[config.mk]
export PLATFORM = sky130hd
export DESIGN_NAME = intc_cmd_port
export DESIGN_NICKNAME = d
export VERILOG_FILES = /design/src/rtl/intc_cmd_pkg.sv /design/src/rtl/intc_cmd_ctrl.sv /design/src/rtl/intc_cmd_regs.sv /design/src/rtl/intc_cmd_port.sv
export SDC_FILE = /design/constraint.sdc
export NUM_CORES = 1
export LEC_CHECK = 0
export ABC_CLOCK_PERIOD_IN_PS = 5100
export CAP_MARGIN = 20
export CELL_PAD_IN_SITES_DETAIL_PLACEMENT = 0
export CELL_PAD_IN_SITES_GLOBAL_PLACEMENT = 2
export CORE_MARGIN = 2
export CORE_UTILIZATION = 29
export CTS_CLUSTER_DIAMETER = 30
export DETAILED_ROUTE_END_ITERATION = 10
export GPL_TIMING_DRIVEN = 0
export PLACE_DENSITY = 0.82
export SYNTH_ARGS = -nofsm -noshare
export SYNTH_HDL_FRONTEND = slang
export SYNTH_SLANG_ARGS = --single-unit
[constraint.sdc]
create_clock -name clk -period 5.1 [get_ports clk]
set_clock_uncertainty 0.05 [all_clocks]
set_input_delay 1.275 -clock clk [delete_from_list [all_inputs] [get_ports clk]]
set_output_delay 1.275 -clock clk [all_outputs]
set_load 0.02 [all_outputs]
[src/rtl/intc_cmd_pkg.sv]
package intc_cmd_pkg;

  typedef enum logic [1:0] {
    STEP_IDLE = 2'd0,
    STEP_BASE = 2'd1,
    STEP_CASC = 2'd2,
    STEP_MODE = 2'd3
  } initStep_e;

  // strobes from control to datapath, valid for one cycle
  typedef struct packed {
    logic initStart;
    logic levelReq;
    logic ldMask;
    logic ldBase;
    logic ldMode;
    logic selLoad;
    logic smmLoad;
    logic pollSet;
    logic ldRotate;
    logic eoiHigh;
    logic eoiLine;
    logic prioFromEoi;
    logic prioSet;
    logic pollRead;
  } cmdStrobe_t;

endpackage

[src/rtl/intc_cmd_ctrl.sv]
module intc_cmd_ctrl
  import intc_cmd_pkg::*;
#(
  parameter int DATA_W = 8
) (
  input  logic              clk,
  input  logic              rstN,
  input  logic              addrSel,
  input  logic              wrEn,
  input  logic [DATA_W-1:0] wrData,
  input  logic              rdEn,
  input  logic              pollPending,
  output cmdStrobe_t        strobe,
  output logic              singleMode
);

  localparam int CODE_LSB = DATA_W - 3;

  initStep_e step, stepNext;
  logic      modeWordExp;
  logic [2:0] opCode;

  assign opCode = wrData[DATA_W-1:CODE_LSB];

  always_comb begin
    strobe   = '0;
    stepNext = step;
    if (wrEn && !addrSel) begin
      if (wrData[4]) begin
        strobe.initStart = 1'b1;
        strobe.levelReq  = wrData[3];
        stepNext         = STEP_BASE;
      end else if (wrData[3]) begin
        strobe.selLoad = wrData[1];
        strobe.smmLoad = wrData[6];
        strobe.pollSet = wrData[2];
      end else begin
        unique case (opCode)
          3'd0, 3'd4: strobe.ldRotate = 1'b1;
          3'd1:       strobe.eoiHigh  = 1'b1;
          3'd5: begin
            strobe.eoiHigh     = 1'b1;
            strobe.prioFromEoi = 1'b1;
          end
          3'd3:       strobe.eoiLine  = 1'b1;
          3'd7: begin
            strobe.eoiLine     = 1'b1;
            strobe.prioFromEoi = 1'b1;
          end
          3'd6:       strobe.prioSet  = 1'b1;
          default: ;
        endcase
      end
    end else if (wrEn && addrSel) begin
      unique case (step)
        STEP_IDLE: strobe.ldMask = 1'b1;
        STEP_BASE: begin
          strobe.ldBase = 1'b1;
          if (!singleMode)      stepNext = STEP_CASC;
          else if (modeWordExp) stepNext = STEP_MODE;
          else                  stepNext = STEP_IDLE;
        end
        STEP_CASC: stepNext = modeWordExp ? STEP_MODE : STEP_IDLE;
        STEP_MODE: begin
          strobe.ldMode = 1'b1;
          stepNext      = STEP_IDLE;
        end
        default: stepNext = STEP_IDLE;
      endcase
    end
    strobe.pollRead = rdEn && pollPending;
  end

  always_ff @(posedge clk) begin
    if (!rstN) begin
      step        <= STEP_IDLE;
      modeWordExp <= 1'b0;
      singleMode  <= 1'b0;
    end else begin
      step <= stepNext;
      if (strobe.initStart) begin
        modeWordExp <= wrData[0];
        singleMode  <= wrData[1];
      end
    end
  end

endmodule

[src/rtl/intc_cmd_regs.sv]
module intc_cmd_regs
  import intc_cmd_pkg::*;
#(
  parameter int NUM_LINES = 8
) (
  input  logic                 clk,
  input  logic                 rstN,
  input  cmdStrobe_t           strobe,
  input  logic                 addrSel,
  input  logic [NUM_LINES-1:0] wrData,
  input  logic [NUM_LINES-1:0] inSvc,
  input  logic [NUM_LINES-1:0] reqPend,
  input  logic [NUM_LINES-1:0] pollVal,
  output logic [NUM_LINES-1:0] rdData,
  output logic                 pollPending,
  output logic [NUM_LINES-1:0] maskOut,
  output logic [NUM_LINES-1:0] vecBase,
  output logic [$clog2(NUM_LINES)-1:0] prioBase,
  output logic                 specialMask,
  output logic                 autoEoi,
  output logic                 rotateAeoi,
  output logic                 nestedMode,
  output logic [NUM_LINES-1:0] isrClr,
  output logic                 levelErr
);

  localparam int LINE_W = $clog2(NUM_LINES);
  localparam int BASE_LSB = LINE_W;

  logic              readSelIsr;
  logic              hiFound;
  logic [LINE_W-1:0] hiLine;
  logic [LINE_W-1:0] cmdLine;
  logic              anySvc;

  assign cmdLine = wrData[LINE_W-1:0];
  assign anySvc  = |inSvc;

  // rotating scan: lowest offset from prioBase wins
  always_comb begin
    hiFound = 1'b0;
    hiLine  = '0;
    for (int i = NUM_LINES - 1; i >= 0; i--) begin
      logic [LINE_W-1:0] idx;
      idx = prioBase + LINE_W'(i);
      if (inSvc[idx]) begin
        hiFound = 1'b1;
        hiLine  = idx;
      end
    end
  end

  always_comb begin
    if (pollPending)     rdData = pollVal;
    else if (addrSel)    rdData = maskOut;
    else if (readSelIsr) rdData = inSvc;
    else                 rdData = reqPend;
  end

  always_ff @(posedge clk) begin
    if (!rstN) begin
      maskOut     <= '0;
      vecBase     <= '0;
      prioBase    <= '0;
      readSelIsr  <= 1'b0;
      pollPending <= 1'b0;
      specialMask <= 1'b0;
      autoEoi     <= 1'b0;
      rotateAeoi  <= 1'b0;
      nestedMode  <= 1'b0;
      isrClr      <= '0;
      levelErr    <= 1'b0;
    end else begin
      isrClr   <= '0;
      levelErr <= 1'b0;
      if (strobe.pollRead) pollPending <= 1'b0;
      if (strobe.initStart) begin
        maskOut     <= '0;
        vecBase     <= '0;
        prioBase    <= '0;
        readSelIsr  <= 1'b0;
        pollPending <= 1'b0;
        specialMask <= 1'b0;
        autoEoi     <= 1'b0;
        rotateAeoi  <= 1'b0;
        nestedMode  <= 1'b0;
        isrClr      <= '1;
        levelErr    <= strobe.levelReq;
      end
      if (strobe.ldMask) maskOut <= wrData;
      if (strobe.ldBase) vecBase <= {wrData[NUM_LINES-1:BASE_LSB], {LINE_W{1'b0}}};
      if (strobe.ldMode) begin
        nestedMode <= wrData[4];
        autoEoi    <= wrData[1];
      end
      if (strobe.selLoad) readSelIsr  <= wrData[0];
      if (strobe.smmLoad) specialMask <= wrData[5];
      if (strobe.pollSet) pollPending <= 1'b1;
      if (strobe.ldRotate) rotateAeoi <= wrData[NUM_LINES-1];
      if (strobe.eoiHigh && hiFound) begin
        isrClr <= NUM_LINES'(1) << hiLine;
        if (strobe.prioFromEoi) prioBase <= hiLine + 1'b1;
      end
      if (strobe.eoiLine && anySvc) begin
        isrClr <= NUM_LINES'(1) << cmdLine;
        if (strobe.prioFromEoi) prioBase <= cmdLine + 1'b1;
      end
      if (strobe.prioSet) prioBase <= cmdLine + 1'b1;
    end
  end

endmodule

[src/rtl/intc_cmd_port.sv]
module intc_cmd_port
  import intc_cmd_pkg::*;
#(
  parameter int NUM_LINES = 8
) (
  input  logic                 clk,
  input  logic                 rstN,
  input  logic                 addrSel,
  input  logic                 wrEn,
  input  logic [NUM_LINES-1:0] wrData,
  input  logic                 rdEn,
  output logic [NUM_LINES-1:0] rdData,
  input  logic [NUM_LINES-1:0] inSvc,
  input  logic [NUM_LINES-1:0] reqPend,
  input  logic [NUM_LINES-1:0] pollVal,
  output logic [NUM_LINES-1:0] maskOut,
  output logic [NUM_LINES-1:0] vecBase,
  output logic [$clog2(NUM_LINES)-1:0] prioBase,
  output logic                 specialMask,
  output logic                 autoEoi,
  output logic                 rotateAeoi,
  output logic                 nestedMode,
  output logic                 singleMode,
  output logic [NUM_LINES-1:0] isrClr,
  output logic                 levelErr,
  output logic                 pollAck
);

  cmdStrobe_t strobe;
  logic       pollPending;

  intc_cmd_ctrl #(.DATA_W(NUM_LINES)) u_ctrl (
    .clk(clk), .rstN(rstN), .addrSel(addrSel), .wrEn(wrEn), .wrData(wrData),
    .rdEn(rdEn), .pollPending(pollPending), .strobe(strobe), .singleMode(singleMode)
  );

  intc_cmd_regs #(.NUM_LINES(NUM_LINES)) u_regs (
    .clk(clk), .rstN(rstN), .strobe(strobe), .addrSel(addrSel), .wrData(wrData),
    .inSvc(inSvc), .reqPend(reqPend), .pollVal(pollVal), .rdData(rdData),
    .pollPending(pollPending), .maskOut(maskOut), .vecBase(vecBase),
    .prioBase(prioBase), .specialMask(specialMask), .autoEoi(autoEoi),
    .rotateAeoi(rotateAeoi), .nestedMode(nestedMode), .isrClr(isrClr),
    .levelErr(levelErr)
  );

  assign pollAck = strobe.pollRead;

endmodule

== Yosys cells after proc, flatten, opt, wreduce, memory -nomap -nowiden ==
Cells that the tools add are included.
Widths: inputs -> output; s select.
Cells by class
  $add $sub $neg: 9
  $lt $le $gt $ge: 8
  equal/unequal tests: 10
  shifts and indexed selects: 2
  mux-type cells: 79
  reduce and logical (&&, ||, !) cells: 24
Operators by type and width (number)
  $mux 8: 12
  $mux 3: 17
  $mux 1: 33
  $lt 3x4->1 const B: 8
  $bmux 1 s3: 8
  $shl 1x3->8 const A: 2
  $mux 2: 7
  $reduce_bool 2->1: 7
  $add 3x3->3 const B: 4
  $eq 3x3->1 const B: 4
  $add 3x1->3 const B: 3
  $reduce_or 2->1: 4
  $reduce_or 8->1: 1
  $add 3x2->3 const B: 2
  $pmux 2 s3: 1
  $logic_and 1x1->1: 5
  $mux 5: 1
  $eq 2x2->1 const B: 2
  $reduce_and 4->1: 1
  $reduce_bool 4->1: 1
  $eq 3x1->1 const B: 1
  $eq 3x2->1 const B: 1
  $logic_not 3->1: 1
  $reduce_and 3->1: 1
  other kinds (5): 5
Word-level totals
  register bits: 35
  input bits: 37
  output and inout bits: 42

== Depth between registers and ports, before layout ==
Gate-level depths: netlist of run 1.
  word-level depth: 17
  gate-level depth with buffers: 16
  gate-level depth less buffers: 13

== Hierarchy ==
A second synthesis of run 1 with hierarchy kept.
Unflattened totals
  cells, all modules: 361
  area, all modules: 3019.1 sq um
Modules (own cells, without submodules)
  intc_cmd_regs: times used 1, cells each 317, area each 2681.3 sq um, seq. area each 620.6 sq um
  intc_cmd_ctrl: times used 1, cells each 44, area each 337.8 sq um, seq. area each 80.1 sq um

== Worst setup path after synthesis of run 1 ==
Ideal clock, no wire load.
  path kind: input-to-reg
  start: input port inSvc[6]
  end: register u_regs.isrClr[3]
  arrival: 3730 ps
  setup slack: 1205 ps
  stages: 11
  buffers on the path: 1
  cells stage by stage: clkbuf_1 mux4_1 mux2_2 a211o_1 and3_1 o32a_1 ha_1 ha_1 mux2_2 a21oi_1 nor2b_1
Between the ends
  word-level cells in the longest chain between the ends: 13
RTL lines
  start, declared: RTL line intc_cmd_port.sv:13  | input logic [NUM_LINES-1:0] inSvc,
  $bmux 1 s3: RTL line intc_cmd_regs.sv:46  | if (inSvc[idx]) begin
  $mux 1 (not written as such): RTL line intc_cmd_regs.sv:46
  $mux 3 or $mux 1 (tied branches) (8 in a row): RTL line intc_cmd_regs.sv:46
  $shl 1x3->8 or $logic_and 1x1->1 (tied branches): RTL line intc_cmd_regs.sv:101, intc_cmd_regs.sv:100
  $mux 8: RTL line intc_cmd_regs.sv:100  | if (strobe.eoiHigh && hiFound) begin
  $mux 8 (*): RTL line intc_cmd_regs.sv:104  | if (strobe.eoiLine && anySvc) begin
  end signal, assigned: RTL line intc_cmd_regs.sv:101  | isrClr <= NUM_LINES'(1) << hiLine;
  end signal, assigned: RTL line intc_cmd_regs.sv:105  | isrClr <= NUM_LINES'(1) << cmdLine;
  end, declared: RTL line intc_cmd_regs.sv:23  | output logic [NUM_LINES-1:0] isrClr,
Mark *: on every way between the ends. The rest lies on a longest branch, timed or not. The select of a mux whose other input is x is not followed.
A chain may end at the register's enable or synchronous reset.

== Final worst setup path of run 1 ==
  start: input port addrSel
  end: output port rdData[3]
Between the ends
  word-level cells in the longest chain between the ends: 2
RTL lines
  start, declared: RTL line intc_cmd_port.sv:8  | input logic addrSel,
  $mux 8: RTL line intc_cmd_regs.sv:55  | else if (addrSel) rdData = maskOut;
  $mux 8: RTL line intc_cmd_regs.sv:54  | if (pollPending) rdData = pollVal;
  end, declared: RTL line intc_cmd_port.sv:12  | output logic [NUM_LINES-1:0] rdData,
No other way between the ends.

==> results of run 1 <==
[area by class of cell]
class	instances	area [µm²]	area share, %
plain buffers	31	159	3.84
clock buffers	6	72.6	1.75
clock inverters	2	12.5	0.303
inverters	16	60.1	1.45
multi-input cells	295	2230	54.0
flip-flops and latches	35	701	16.9
well taps	140	175	4.24
repair buffers	72	721	17.4
[where the power goes]
group | internal [W] | switching, W | total (W)
Clock | 0.0000956 | 0.000109 | 0.000205
Combinational | 0.0000944 | 0.000114 | 0.000209
Sequential | 0.000280 | 0.00000534 | 0.000286
Total | 0.000471 | 0.000229 | 0.000699
[cell usage in the layout (no fill, tap or decap), drive strengths merged, types with 2 or more instances in the layout]
master	synthesis	final
inv	15	15
o31ai	3	3
a21boi	21	21
o211ai	5	5
a221o	2	2
nand2	37	37
clkbuf	21	27
nor2	17	17
mux2i	24	24
o311ai	2	2
mux2	8	8
a21oi	12	12
ha	14	14
and2	5	5
clkdlybuf4s50	0	72
o21a	2	2
o21ai	21	21
a211o	2	2
a31oi	3	3
dfxtp	35	35
nand4	2	2
clkinv	1	2
nand2b	2	2
or3	2	2
nor2b	5	5
mux4	13	13
a221oi	6	6
o211a	2	2
or2	3	3
and3	10	10
nand3	34	34
a32oi	5	5
a41o	4	4
a21o	2	2
conb	1	3
nor4	2	2
a211oi	2	2
buf	10	10
[worst register-to-register path, cell delays in order, from the launching register on]
cell and delay (ns):
dfxtp_1 0.41, buf_6 0.17, buf_4 0.21, inv_1 0.08
ha_1 0.27, buf_2 0.24, mux4_2 0.67, mux2i_1 0.32
o211ai_1 0.15, and4_1 0.20, o32a_1 0.39, ha_1 0.25
ha_1 0.33, nand4_1 0.10, nand3_1 0.09, o211a_1 0.16
[registers in the layout (all words and copies together), names as in the netlist]
name,cells
u_ctrl.singleMode,1
u_regs.levelErr,1
u_regs.readSelIsr,1
u_ctrl.step,2
u_ctrl.modeWordExp,1
u_regs.nestedMode,1
u_regs.specialMask,1
u_regs.pollPending,1
u_regs.autoEoi,1
u_regs.isrClr,8
u_regs.maskOut,8
u_regs.prioBase,3
u_regs.rotateAeoi,1
u_regs.vecBase,5
[kinds of logic after synthesis]
kind of cell | after synthesis
simple gates | 126
buf+inv | 47
other cells | 1
mux | 45
fa+ha+maj | 14
xor+xnor | 2
compound gates | 105
flops | 35
[metrics by stage]
stage	worst slack, ns	hold WS (ns)
after global placement	0.269	0.417
after floorplan	1.20	0.420
after global routing	0.0494	0.443
after detailed placement	0.262	0.422
final	0.264	0.427
after CTS	0.237	0.432
[layer usage]
| metal | up-vias | track usage [%] |
|---|---|---|
| li1 | 1567 | - |
| met1 | 1541 | 23.2 |
| met2 | 112 | 29.3 |
| met3 | 10 | 3.13 |
| met4 | 0 | 3.21 |
| met5 | - | 0 |
[final timing paths]
path                                   from                             end  slack [ns]
max                                 addrSel                       rdData[3]        0.26
min          u_regs.vecBase[3]$_SDFFE_PN0P_  u_regs.vecBase[3]$_SDFFE_PN0P_        0.43
max reg2reg   u_regs.prioBase[0]$_SDFF_PN0_   u_regs.prioBase[2]$_SDFF_PN0_        0.92
min reg2reg  u_regs.vecBase[3]$_SDFFE_PN0P_  u_regs.vecBase[3]$_SDFFE_PN0P_        0.43
==> metrics, run 1 <==
status=finished clean; hold path depth=2; routed vias/inst=5.41; Mapped Avg Cell Area=8.39 µm²; Crit path top cell by count=clkdlybuf4s50_1; initial drt markers=146; number of synthesized register bits=35; Mapped Cells=375; core area=10700 µm²; Slew Limit Headroom=35.1%; vias in the first global route=3102; # hold bufs at CTS=0; clk_lat worst skew=0.29 ns; Pleak=1.47 nW; Max Cap Viol=0; DR top layer=met4; crit path max-delay cell type=clkdlybuf4s50_1; vias=3230; DRC Markers=0; Yosys top cell area share=22.3%; clock sink count=35; Clock transition at path regs=0.08 ns; layout cells sized above 1=8.32%; Clock Path Buffers=2; Worst Reg-to-Reg Cells=15; CP endpoint kind=primary output; initial antenna violation count=0; first-pass GRT wire length=16200 µm; GRT overflow=0; die area=11700 µm²; WL met2=4810 µm; metal3 WL=553 µm; CP Launch Type=input port; H-tree Lvls=2; Routed WL per cell=17.0 µm; Hold Vio Cnt, Final=0; Synth Area in Compound Gates=24.7%; Min Clock Period, post-route=4.84 ns; mux cell area share after synthesis=19.9%; Routed Antenna Nets=0; Post-Route WL=10200 µm; Synth area leader=dfxtp_1; CP required=3.77 ns; CP Cell Sequence=clkdlybuf4s50_1 > clkbuf_1 > buf_1 > a21oi_1 > o21ai_0 > clkdlybuf4s50_1; CTS resizes=0; final cell count without fillers=597; number of port buffers=72; largest family of logic cells by synthesized area=compound AO/OA/AOI/OAI gates; Nets=507; setup TNS=0 ns; Slew Viols, Final=0; P&R area growth vs syn=31.4%; Setup Crit Path Kind=in -> out; final core utilization=38.7%; Pre-Repair DR Iteration Count=4; Cells after DPL=589; gp weighted congestion=0.901; register area share after synthesis=22.3%; cell with the most instances after synthesis=nand2_1; cell family with most CP delay=buffers and inverters; RSZ-0062 raised after global routing=false; initial core utilization=29.4%; Hold Path Class=reg -> reg; Die Wd=108 µm; Post-synth EDFFs=0; met1 WL=4660 µm; Buf/Inv on CP=4; count of cell types in the netlist=64; Power Density=169 nW/µm²; CTS Buf Count=5; CTS root buffer=clkbuf_8; # setup viols final=0; synth warn=0; Std-Cell Rows=38; simple-gate share of the synthesized area=19.9%; Final HPWL DP=7820 µm; crit-path max cell delay=0.65 ns; CP arrival=3.51 ns; # IOs=79; Synth area leaders=dfxtp_1 (22%), mux4_2 (8.6%), mux2i_1 (7.6%); synth cell count leaders=nand2_1 (37), dfxtp_1 (35), nand3_1 (34); CP max FO=10; Post-DP Area=4050 µm²; slew of the pin with the lowest slew margin=0.964 ns; adder and majority gate portion of the synthesized area=5.57%; fill count=1135; Synth Cell Area=3150 µm²; async set-reset flop share out of synthesis=0%; Tot Pwr=0.000699 W; Synth Area in XOR/XNOR=0.557%; largest net degree at the start of global routing=12; Setup Fix Bufs, Post-CTS=0; Synth Flop Type=dfxtp_1; CTS tree=built; GRT Util Overall=17.3%; Achievable Freq=0.207 GHz; Antenna diodes=0; Crit path depth=6; Worst IR Drop VDD=0.000106 V; die height=108 µm; Tcrit/Tclk final=94.8%; Final Instance Area=4140 µm²
No activity file was read; power rests on OpenSTA's default activity.
==> run 2: changes to the inputs <==
--- a/config.mk
+++ b/config.mk
@@ -10,11 +10,12 @@
 export CELL_PAD_IN_SITES_DETAIL_PLACEMENT = 0
 export CELL_PAD_IN_SITES_GLOBAL_PLACEMENT = 2
 export CORE_MARGIN = 2
-export CORE_UTILIZATION = 29
+export CORE_UTILIZATION = 30
+export CTS_BUF_LIST = sky130_fd_sc_hd__clkbuf_4
 export CTS_CLUSTER_DIAMETER = 30
 export DETAILED_ROUTE_END_ITERATION = 10
 export GPL_TIMING_DRIVEN = 0
-export PLACE_DENSITY = 0.82
+export PLACE_DENSITY = 0.81
 export SYNTH_ARGS = -nofsm -noshare
 export SYNTH_HDL_FRONTEND = slang
 export SYNTH_SLANG_ARGS = --single-unit
==> run 2 against run 1 <==
  * Hold slack better by 0.013 ns
  * Setup slack worse by 0.0048 ns
  * Critical endpoint unchanged
  * Largest cell class unchanged
  * Global-route usage up 0.42 points
==> metrics, run 2 (synthesis gave the netlist of run 1 again) <==
# hold bufs at CTS=0 (unchanged); # setup viols final=0 (unchanged); Top Registers=u_regs.isrClr: 8 flops, u_regs.maskOut: 8 flops, u_regs.vecBase: 5 flops; # IOs=79 (unchanged); CTS Buf Count=5 (unchanged); Worst IR Drop VDD=0.0000951 V (-10%); Die Wd=106 µm (-1.6%); die area=11300 µm² (-3.2%); final cell count without fillers=593 (-0.67%); Setup Fix Bufs, Post-CTS=0 (unchanged); CTS resizes=0 (unchanged); clock power share=30.1% (+0.8 points); Clock transition at path regs=0.12 ns (+0.04 ns); Cells after DPL=585 (-0.68%); CTS tree=built; Nets=507 (unchanged); H-tree Lvls=2 (unchanged); Final HPWL DP=7740 µm (-0.97%); Std-Cell Rows=37 (-2.6%); initial antenna violation count=0 (unchanged); Tcrit/Tclk final=94.9% (+0.095 points); Worst Reg-to-Reg Cells=15 (unchanged); largest net degree at the start of global routing=13 (+1); Routed Antenna Nets=0 (unchanged); die height=106 µm (-1.6%); Pre-Repair DR Iteration Count=5 (+1); first-pass GRT wire length=16200 µm (unchanged); setup ws final=0.259 ns (-0.00484 ns); status=finished clean; total net switching power=0.000229 W (+0.11%); CP endpoint kind=primary output; setup TNS=0 ns (unchanged); vias in the first global route=3114 (+0.39%); R2R setup slack=1.01 ns (+0.09 ns); Internal Power=0.000478 W (+1.7%); sw frac=32.4% (-0.34 points); Pleak=1.48 nW (+0.14%); Reg2Reg Capture Point=u_regs.isrClr[7]$_SDFF_PN0_; Power Density=171 nW/µm² (+1.4%); Combinational Power Share=29.5% (-0.4 points); slew of the pin with the lowest slew margin=0.867 ns (-0.0972 ns); clock sink count=35 (unchanged); layout cells sized above 1=8.32% (unchanged); Setup Crit Path Kind=in -> out; RSZ-0062 raised after global routing=false; Min Clock Period, post-route=4.84 ns (+0.00484 ns); most common cell after layout, fill and taps aside=clkdlybuf4s50_1; P&R area growth vs syn=31.1%; Crit path top cell by count=clkdlybuf4s50_1; CP required=3.77 ns (about the same); CP Cell Sequence=clkdlybuf4s50_1 > clkbuf_1 > buf_1 > a21oi_1 > o21ai_0 > clkdlybuf4s50_1; vias=3232 (+0.062%); Critical Path Source=addrSel; initial drt markers=152 (+4.1%); CP Launch Type=input port; number of port buffers=72 (unchanged); Slew Limit Headroom=41.7% (+6.5 points); Slew Viols, Final=0 (unchanged); CTS root buffer=clkbuf_4; RR Startpoint=u_regs.prioBase[0]$_SDFF_PN0_; Achievable Freq=0.207 GHz (-0.10%); crit path max-delay cell type=clkdlybuf4s50_1; crit-path max cell delay=0.63 ns (-0.02 ns); hold slack=0.440 ns (+0.0134 ns); Clock Path Buffers=2 (unchanged); Flop pwr share=40.3% (-0.6 points); GRT Util Overall=17.7% (+0.42 points); Post-Route WL=10100 µm (-0.35%); clk_lat worst skew=0.35 ns (+0.06 ns); initial core utilization=30.8% (+1.3 points); DRC Markers=0 (unchanged); Hold Path Class=reg -> reg; Max Cap Viol=0 (unchanged); routed vias/inst=5.45 (+0.74%); gp weighted congestion=0.844 (-6.3%); most frequent cells in the layout=clkdlybuf4s50_1 (72), nand2_1 (37), dfxtp_1 (35); CP arrival=3.52 ns (about the same); GRT overflow=0 (unchanged); Place WS=0.241 ns (-0.0213 ns); Routed WL per cell=17.1 µm (+0.32%); CP max FO=10 (unchanged); Hold Vio Cnt, Final=0 (unchanged); Antenna diodes=0 (unchanged); core area=10200 µm² (-4.4%); CP Capture Point=rdData[3]
## run 2: routing by layer
| layer | track usage, % | up-vias | share of wire [%] |
|---|---|---|---|
| met1 | 24.0 | 1547 | 45 |
| met4 | 3.62 | 0 | 0.70 |
| li1 | - | 1570 | - |
| met2 | 29.3 | 109 | 48 |
| met3 | 3.68 | 6 | 6.3 |
| met5 | 0 | - | 0 |
## run 2: worst min path at each step
stage	end	slack, ns	depth (start not counted)	start
6_report	u_regs.nestedMode$_SDFFE_PN0P_	0.44	2	u_regs.nestedMode$_SDFFE_PN0P_
5_1_grt	u_regs.vecBase[3]$_SDFFE_PN0P_	0.46	2	u_regs.vecBase[3]$_SDFFE_PN0P_
4_1_cts	u_regs.vecBase[7]$_SDFFE_PN0P_	0.44	2	u_regs.vecBase[7]$_SDFFE_PN0P_
3_5_place_dp	u_regs.rotateAeoi$_SDFFE_PN0P_	0.42	2	u_regs.rotateAeoi$_SDFFE_PN0P_
3_3_place_gp	u_regs.vecBase[3]$_SDFFE_PN0P_	0.42	2	u_regs.vecBase[3]$_SDFFE_PN0P_
2_1_floorplan	u_ctrl.modeWordExp$_SDFFE_PN0P_	0.42	2	u_ctrl.modeWordExp$_SDFFE_PN0P_
## run 2: power by group through the flow
stage | Sequential [W] | Combinational [W] | Clock, W
after global routing | 0.000286 | 0.000228 | 0.000230
after detailed placement | 0.000292 | 0.000208 | 0
after floorplan | 0.000298 | 0.000110 | 0
final | 0.000285 | 0.000209 | 0.000213
after global placement | 0.000292 | 0.000208 | 0
after CTS | 0.000286 | 0.000209 | 0.000221
## run 2: layout make-up
class                   count  area (µm²)
clock inverters             3        42.5
clock buffers               5        37.5
multi-input cells         295        2230
inverters                  16        60.1
plain buffers              31         159
flip-flops and latches     35         701
repair buffers             72         721
well taps                 136         170
fillers                  1058        6110
## run 2: per-stage QoR
stage               area [µm²]  util, %  total power, W
finish                    4130     40.3        0.000707
CTS                       4130     40.3        0.000716
global route              4130     40.3        0.000744
floorplan                 3150        -        0.000408
detailed placement        4050     39.5        0.000500
global placement          4050     39.5        0.000499
## run 2: worst max-delay path: cells and delay by family
kind / cells / cell delay, ns
AO/OA/AOI/OAI: 2 / 0.30
buffers and inverters: 4 / 1.94
